<file path="src/rtl/led_cmd_pkg.sv">
package led_cmd_pkg;
  parameter int WORD_W  = 24;
  parameter int CFG_W   = 12;
  parameter int FIELD_W = 6;
  parameter int COLORS  = 3;
  parameter int KEY_MAX = 16;
  localparam int GAIN_W = FIELD_W * COLORS;
  localparam int KEY_W  = $clog2(KEY_MAX + 1);
  localparam int AUTO_OFF_BIT = 6;
  localparam int RETIME_BIT   = 7;

  typedef enum logic [3:0] {
    CMD_NONE, CMD_LATCH, CMD_WR_CFG, CMD_RD_CFG, CMD_WR_GAIN,
    CMD_RD_GAIN, CMD_OPEN, CMD_SHORT, CMD_BOTH, CMD_THERM
  } cmd_e;

  typedef struct packed {
    logic latch;
    logic wrCfg;
    logic wrGain;
    logic rdCfg;
    logic rdGain;
    logic rdTherm;
  } strobe_t;
endpackage

</file>
<file path="src/rtl/led_cmd_ctrl.sv">
module led_cmd_ctrl
  import led_cmd_pkg::*;
(
  input  logic    clk,
  input  logic    rst_n,
  input  logic    le,
  input  logic    shZero,
  input  logic    autoOffEn,
  output strobe_t strb,
  output logic    sleep,
  output logic    diagOpen,
  output logic    diagShort,
  output logic    diagBoth
);
  logic leQ;
  logic [KEY_W-1:0] keyCnt;
  logic execNow;
  cmd_e cmd;

  assign execNow = leQ && !le;

  always_ff @(posedge clk or negedge rst_n) begin
    if (!rst_n) begin
      leQ    <= 1'b0;
      keyCnt <= '0;
    end else begin
      leQ <= le;
      if (le && !leQ)
        keyCnt <= KEY_W'(1);
      else if (le && keyCnt < KEY_W'(KEY_MAX))
        keyCnt <= keyCnt + KEY_W'(1);
    end
  end

  always_comb begin
    cmd = CMD_NONE;
    if (execNow) begin
      case (keyCnt)
        KEY_W'(1), KEY_W'(2):  cmd = CMD_LATCH;
        KEY_W'(3), KEY_W'(4):  cmd = CMD_WR_CFG;
        KEY_W'(5), KEY_W'(6):  cmd = CMD_RD_CFG;
        KEY_W'(7), KEY_W'(8):  cmd = CMD_WR_GAIN;
        KEY_W'(9), KEY_W'(10): cmd = CMD_RD_GAIN;
        KEY_W'(11):            cmd = CMD_OPEN;
        KEY_W'(12):            cmd = CMD_SHORT;
        KEY_W'(13):            cmd = CMD_BOTH;
        KEY_W'(14):            cmd = CMD_THERM;
        default:               cmd = CMD_NONE;
      endcase
      if (sleep && cmd != CMD_LATCH) cmd = CMD_NONE;
    end
  end

  always_comb begin
    strb         = '0;
    strb.latch   = (cmd == CMD_LATCH);
    strb.wrCfg   = (cmd == CMD_WR_CFG);
    strb.wrGain  = (cmd == CMD_WR_GAIN);
    strb.rdCfg   = (cmd == CMD_RD_CFG);
    strb.rdGain  = (cmd == CMD_RD_GAIN);
    strb.rdTherm = (cmd == CMD_THERM);
  end

  always_ff @(posedge clk or negedge rst_n) begin
    if (!rst_n) begin
      sleep     <= 1'b0;
      diagOpen  <= 1'b0;
      diagShort <= 1'b0;
      diagBoth  <= 1'b0;
    end else begin
      if (strb.latch) sleep <= autoOffEn && shZero;
      diagOpen  <= (cmd == CMD_OPEN);
      diagShort <= (cmd == CMD_SHORT);
      diagBoth  <= (cmd == CMD_BOTH);
    end
  end

  // the key counter never passes its ceiling
  assert_key_sat_R8: assert property (@(posedge clk) disable iff (!rst_n)
    keyCnt <= KEY_W'(KEY_MAX));
  // a diagnostic start lasts exactly one cycle
  assert_diag_pulse_R7: assert property (@(posedge clk) disable iff (!rst_n)
    (diagOpen || diagShort || diagBoth) |=> !(diagOpen || diagShort || diagBoth));
  // while asleep only the data latch strobe may fire
  assert_sleep_blocks_R10: assert property (@(posedge clk) disable iff (!rst_n)
    sleep |-> !(strb.wrCfg || strb.wrGain || strb.rdCfg || strb.rdGain || strb.rdTherm));
  // a nonzero latch always leaves the block awake
  assert_wake_R9: assert property (@(posedge clk) disable iff (!rst_n)
    (strb.latch && !shZero) |=> !sleep);
endmodule

</file>
<file path="src/rtl/led_cmd_datapath.sv">
module led_cmd_datapath
  import led_cmd_pkg::*;
(
  input  logic              clk,
  input  logic              rst_n,
  input  logic              sdi,
  input  logic              thermFlag,
  input  strobe_t           strb,
  output logic              sdo,
  output logic              shZero,
  output logic              autoOffEn,
  output logic [WORD_W-1:0] dispData,
  output logic [CFG_W-1:0]  cfgBits,
  output logic [GAIN_W-1:0] gainBits
);
  logic [WORD_W-1:0] shReg;
  logic sdoNeg;

  always_ff @(posedge clk or negedge rst_n) begin
    if (!rst_n)
      shReg <= '0;
    else if (strb.rdCfg)
      shReg <= WORD_W'(cfgBits);
    else if (strb.rdGain)
      shReg <= WORD_W'(gainBits);
    else if (strb.rdTherm)
      shReg <= WORD_W'(thermFlag);
    else
      shReg <= {shReg[WORD_W-2:0], sdi};
  end

  always_ff @(posedge clk or negedge rst_n) begin
    if (!rst_n) begin
      dispData <= '0;
      cfgBits  <= '0;
    end else begin
      if (strb.latch) dispData <= shReg;
      if (strb.wrCfg) cfgBits  <= shReg[CFG_W-1:0];
    end
  end

  for (genvar c = 0; c < COLORS; c++) begin : g_gain
    always_ff @(posedge clk or negedge rst_n) begin
      if (!rst_n)
        gainBits[c*FIELD_W +: FIELD_W] <= '1;
      else if (strb.wrGain)
        gainBits[c*FIELD_W +: FIELD_W] <= shReg[c*FIELD_W +: FIELD_W];
    end
  end

  always_ff @(negedge clk or negedge rst_n) begin
    if (!rst_n) sdoNeg <= 1'b0;
    else        sdoNeg <= shReg[WORD_W-1];
  end

  assign sdo       = cfgBits[RETIME_BIT] ? sdoNeg : shReg[WORD_W-1];
  assign shZero    = (shReg == '0);
  assign autoOffEn = cfgBits[AUTO_OFF_BIT];

  // a config write stores the low word bits present at the strobe
  assert_cfg_write_R4: assert property (@(posedge clk) disable iff (!rst_n)
    strb.wrCfg |=> cfgBits == $past(shReg[CFG_W-1:0]));
  // gain only moves on a gain write
  assert_gain_hold_R5: assert property (@(posedge clk) disable iff (!rst_n)
    !strb.wrGain |=> $stable(gainBits));
  // with no load strobe the register shifts by one
  assert_shift_R1: assert property (@(posedge clk) disable iff (!rst_n)
    !(strb.rdCfg || strb.rdGain || strb.rdTherm) |=>
      shReg[WORD_W-1:1] == $past(shReg[WORD_W-2:0]));
endmodule

</file>
<file path="src/rtl/led_cmd_top.sv">
module led_cmd_top
  import led_cmd_pkg::*;
(
  input  logic              clk,
  input  logic              rst_n,
  input  logic              sdi,
  input  logic              le,
  input  logic              thermFlag,
  output logic              sdo,
  output logic [WORD_W-1:0] dispData,
  output logic [CFG_W-1:0]  cfgBits,
  output logic [GAIN_W-1:0] gainBits,
  output logic              sleep,
  output logic              diagOpen,
  output logic              diagShort,
  output logic              diagBoth
);
  strobe_t strb;
  logic shZero;
  logic autoOffEn;

  led_cmd_ctrl u_ctrl (
    .clk(clk), .rst_n(rst_n), .le(le), .shZero(shZero), .autoOffEn(autoOffEn),
    .strb(strb), .sleep(sleep), .diagOpen(diagOpen), .diagShort(diagShort),
    .diagBoth(diagBoth)
  );

  led_cmd_datapath u_dp (
    .clk(clk), .rst_n(rst_n), .sdi(sdi), .thermFlag(thermFlag), .strb(strb),
    .sdo(sdo), .shZero(shZero), .autoOffEn(autoOffEn), .dispData(dispData),
    .cfgBits(cfgBits), .gainBits(gainBits)
  );
endmodule

</file>
<file path="config.mk">
export PLATFORM = sky130hd
export DESIGN_NAME = led_cmd_top
export DESIGN_NICKNAME = d
export VERILOG_FILES = /design/src/rtl/led_cmd_pkg.sv /design/src/rtl/led_cmd_ctrl.sv /design/src/rtl/led_cmd_datapath.sv /design/src/rtl/led_cmd_top.sv
export SDC_FILE = /design/constraint.sdc
export NUM_CORES = 1
export LEC_CHECK = 0
export BUFFER_PORTS_ARGS = -buffer_cell sky130_fd_sc_hd__buf_2
export CAP_MARGIN = 0
export CORE_MARGIN = 4
export CORE_UTILIZATION = 45
export CTS_CLUSTER_DIAMETER = 100
export DETAILED_ROUTE_END_ITERATION = 12
export PLACE_DENSITY = 0.67
export SYNTH_ARGS = -nofsm -noshare
export SYNTH_HDL_FRONTEND = slang
export SYNTH_SLANG_ARGS = --single-unit
</file>
<file path="constraint.sdc">
create_clock -name clk -period 5.8 [get_ports clk]
set_input_delay 0.29 -clock clk [delete_from_list [all_inputs] [get_ports clk]]
set_output_delay 0.29 -clock clk [all_outputs]
set_load 0.01 [all_outputs]
</file>
# Word-level counts from Yosys, hierarchy flattened
# Memory sizes are Yosys's and may differ from the RTL's.
# Index checks and enable logic that the tools add are counted.
dict set report totals {
  output_inout_bits 59
  regBits 89
  memories 1
  in_bits 5
  romBits 64
  elab_cells 45
}
dict set report classes {
  addsub 1
  n_reduce_logical 9
  muxes 10
  eq_ne 10
  order_cmp 1
}
# name words width read_ports rd_ports_with_merged_regs write_ports line
set mem_list {}
lappend mem_list {{(no name shown)} 16 4 1 0 0 led_cmd_ctrl.sv:38} ;# case (keyCnt)
# cell count
set op_table {}
lappend op_table {{$mux W24} 3}
lappend op_table {{$logic_not A24 Y1} 1}
lappend op_table {{$eq A4 B3 Y1 const B} 4}
lappend op_table {{$mux W4} 4}
lappend op_table {{$mux W5} 2}
lappend op_table {{$eq A4 B2 Y1 const B} 2}
lappend op_table {{$eq A4 B4 Y1 const B} 2}
lappend op_table {{$add A5 B1 Y5 const B} 1}
lappend op_table {{$logic_and A1 B1 Y1} 5}
lappend op_table {{$lt A5 B5 Y1 const B} 1}
lappend op_table {{$eq A4 B1 Y1 const B} 1}
lappend op_table {{$ne A4 B1 Y1 const B} 1}
lappend op_table {{$logic_not A1 Y1} 2}
lappend op_table {{$reduce_bool A2 Y1} 1}
lappend op_table {{$mux W1} 1}

# Depth between registers and ports, before layout
dict set report logic_depth {
  depth_word 11
  ltp_mapped 9
  depth_no_buf 7
}

# Modules after synthesis
# Synthesis repeated with hierarchy kept, for this count alone.
dict set report hier_totals {
  hier_cells 283
  hier_area_um2 3783.6
}
# mod cells_each seq_area_each_um2 area_each_um2 instances
set by_module_without_submodules {}
lappend by_module_without_submodules {led_cmd_datapath 213 1999.4 3119.2 1}
lappend by_module_without_submodules {led_cmd_ctrl 70 250.2 664.4 1}

==> results.yml <==
clock_network:
  clk_pin_slew_worst_paths_ns: 0.09
  cts_resized: 0
  numCtsBuffers: 9
  insertion_delay_ns: 0.35
  cts_max_path_buffers: 2
  clock-sinks: 89
  cts_setup_buffers: 0
  clock-root-buffer: "clkbuf_8"
  cts_tree: "built"
  htree_levels: 3
setup_path:
  worstSetupStartpointType: "flip-flop"
  cp_top_family: "flip-flops"
  path_buf_inv: 1
  rrSetupSlack_ns: 2.32
  cp.arrival_ns: 3.95
  rr_worst_depth: 0
  cp_cell_sequence: "mux2_2, buf_2"
  worstSetupPathType: "reg2out"
  rr_endpoint: "u_dp.sdoNeg"
  critPathMaxStageDelay_ns: 0.32
  worstPathRequired_ns: 5.51
  critPathMaxFanout: 1
  worstReg2RegStart: "u_dp.shReg[23]"
  crit_path_end_kind: "output pin"
  slowest_stage: "dfrtn_1"
hold_path:
  hold_path_depth: 1
  hp-class: "in2reg"
  worstHoldStart: "le"
  hold_path_end: "u_ctrl.leQ"
timing:
  tightest_slew_ns: 1.15
  clock-skew-final_ns: 0.0148
  max_slew_margin_pct: 22.6
  finalSetupViolCount: 0
  rsz0062_at_grt: "false"
  final_hold_viol_count: 0
  tns_ns: 0
  drv_slew: 0
yosys:
  yosysUniqueCellTypes: 45
  syn_inst: 269
  yosysWarnings: 0
  yosysTopAreaCell: "dfrtp_1"
  ys_seq_area_share_pct: 58.6
  synth_edf_count: 0
  syn_avg_cell_area_um2: 14.3
  syn-cell-area_um2: 3840
  synth_nets: 280
  netlist.area_leader.share_pct: 45.6
  async_flop_share_pct: 100
  synth_ff_type: "dfrtp_1"
  ys_ff_latch: 89
  synth_area_leaders: "dfrtp_1 (46%), dfstp_2 (12%), mux2_2 (11%)"
layout:
  multi_input_area_um2: 1500
  layout_commonest_cell: "dfrtp_1"
  area_delta_synth_final_pct: 16.4
  num-nets-final: 346
  fillers: 744
  fin_util_pct: 54.1
  final_cell_mix: "dfrtp_1 (70), buf_2 (62), mux2_2 (37), a22o_1 (19)"
  drive_above_1_share_pct: 47.1
  antenna_cells: 0
  seq_area_um2: 2250
job:
  maxCapViolCount: 0
route:
  wl_per_cell_um: 18.0
  ant_nets: 0
  via_count: 2448
  drt_first_pass_iters: 4
  vias_per_cell: 5.50
  finalWirelength_um: 8000
  drtIter0Drc: 87
  drc: 0
placement:
  dp_hpwl_um: 5490
  place.gp.congestion: 0.789
  portBuffers: 63
grt:
  grt_overflow: 0
  grt_usage_pct: 16.7
  grt_pass1_vias: 2467
  grt_max_degree: 55
  grt_pass1_wl_um: 13000
  antenna_found_initial: 0
floorplanning:
  die_h_um: 100
  die_w_um: 100
  core_um2: 8260
  initial_utilization_pct: 46.5
  pin_count: 64
  die-area_um2: 10100
  rows: 33
outcome:
  outcome: "finished, final reports clean"
power_and_ir_drop:
  leakagePower_nw: 2.21
  peakVddDrop_mv: 0.301
  power_density_nw_per_um2: 480
==> routing by layer <==
layer	wire length [um]	share of wire [%]	vias to the layer above	GRT usage, %
met5	0	0	-	0
met4	86	1.1	0	5.18
met3	439	5.5	8	4.79
met2	3740	47	56	26.0
met1	3730	47	1250	22.9
li1	-	-	1134	-
==> registers in the layout, indices dropped and copies added, names as in the netlist <==
| register | count |
|---|---|
| u_ctrl.diagOpen | 1 |
| u_ctrl.keyCnt | 5 |
| u_dp.sdoNeg | 1 |
| u_ctrl.leQ | 1 |
| u_dp.dispData | 24 |
| u_ctrl.diagShort | 1 |
| u_ctrl.diagBoth | 1 |
| u_dp.gainBits | 18 |
| u_dp.shReg | 24 |
| u_dp.cfgBits | 12 |
| u_ctrl.sleep | 1 |
==> where the power goes <==
part	switching [W]	internal (W)
Sequential	0.000200	0.000864
Combinational	0.000287	0.000355
Clock	0.000233	0.000208
Total	0.000720	0.00143
==> how the worst max path moves through the flow <==
stage / from / end / slack, ns / cells after the start
finish: u_dp.sdoNeg / sdo / 1.56 / 2
global route: u_dp.sdoNeg / sdo / 1.51 / 2
CTS: u_dp.sdoNeg / sdo / 1.55 / 2
detailed placement: u_dp.sdoNeg / sdo / 1.92 / 2
global placement: u_dp.sdoNeg / sdo / 1.92 / 2
floorplan: u_dp.sdoNeg / sdo / 2.03 / 1
==> Yosys cell counts, types with 3 or more instances <==
library cell,n
nand2_1,11
and2_1,7
ha_1,6
nor2_1,3
buf_4,3
buf_2,4
nor4_1,5
dfrtp_1,70
mux2_4,18
a21o_1,11
nor3_1,5
inv_1,4
o21ai_0,5
mux2_2,37
clkbuf_1,4
a22o_1,19
dfstp_2,18
==> final cells by class <==
cell class | count | share of cell area [%]
inverter | 4 | 0.336
sequential | 89 | 50.3
clock buffer | 9 | 2.77
tap | 105 | 2.94
timing repair buffer | 68 | 8.00
multi-input combinational | 163 | 33.6
clock inverter | 7 | 2.04
==> what timing repair did <==
| item | in CTS | in global routing |
|---|---|---|
| hold buffers | 1 | 0 |
| endpoints found under the setup margin | 0 | 0 |
| hold endpoints to repair | 26 | 0 |
==> logic make-up after synthesis <==
group                      synth area share (%)
AOI/OAI and AO/OA                          10.3
adders and majority gates                  1.95
buffers and inverters                      2.48
DFF                                        58.6
muxes                                      18.4
and+or+nand+nor                            8.31
==> stage by stage <==
step | setup slack (ns) | total power, W | area (um2) | std cells | hold slack, ns
finish | 1.56 | 0.00215 | 4470 | 445 | 0.133
global route | 1.51 | 0.00228 | 4470 | 445 | 0.112
CTS | 1.55 | 0.00217 | 4470 | 445 | 0.117
detailed placement | 1.92 | 0.00173 | 4250 | 428 | 0.273
global placement | 1.92 | 0.00170 | 4250 | 428 | 0.270
floorplan | 2.03 | 0.00145 | 3840 | 269 | -0.00559
(Power assumes the default switching activity.)
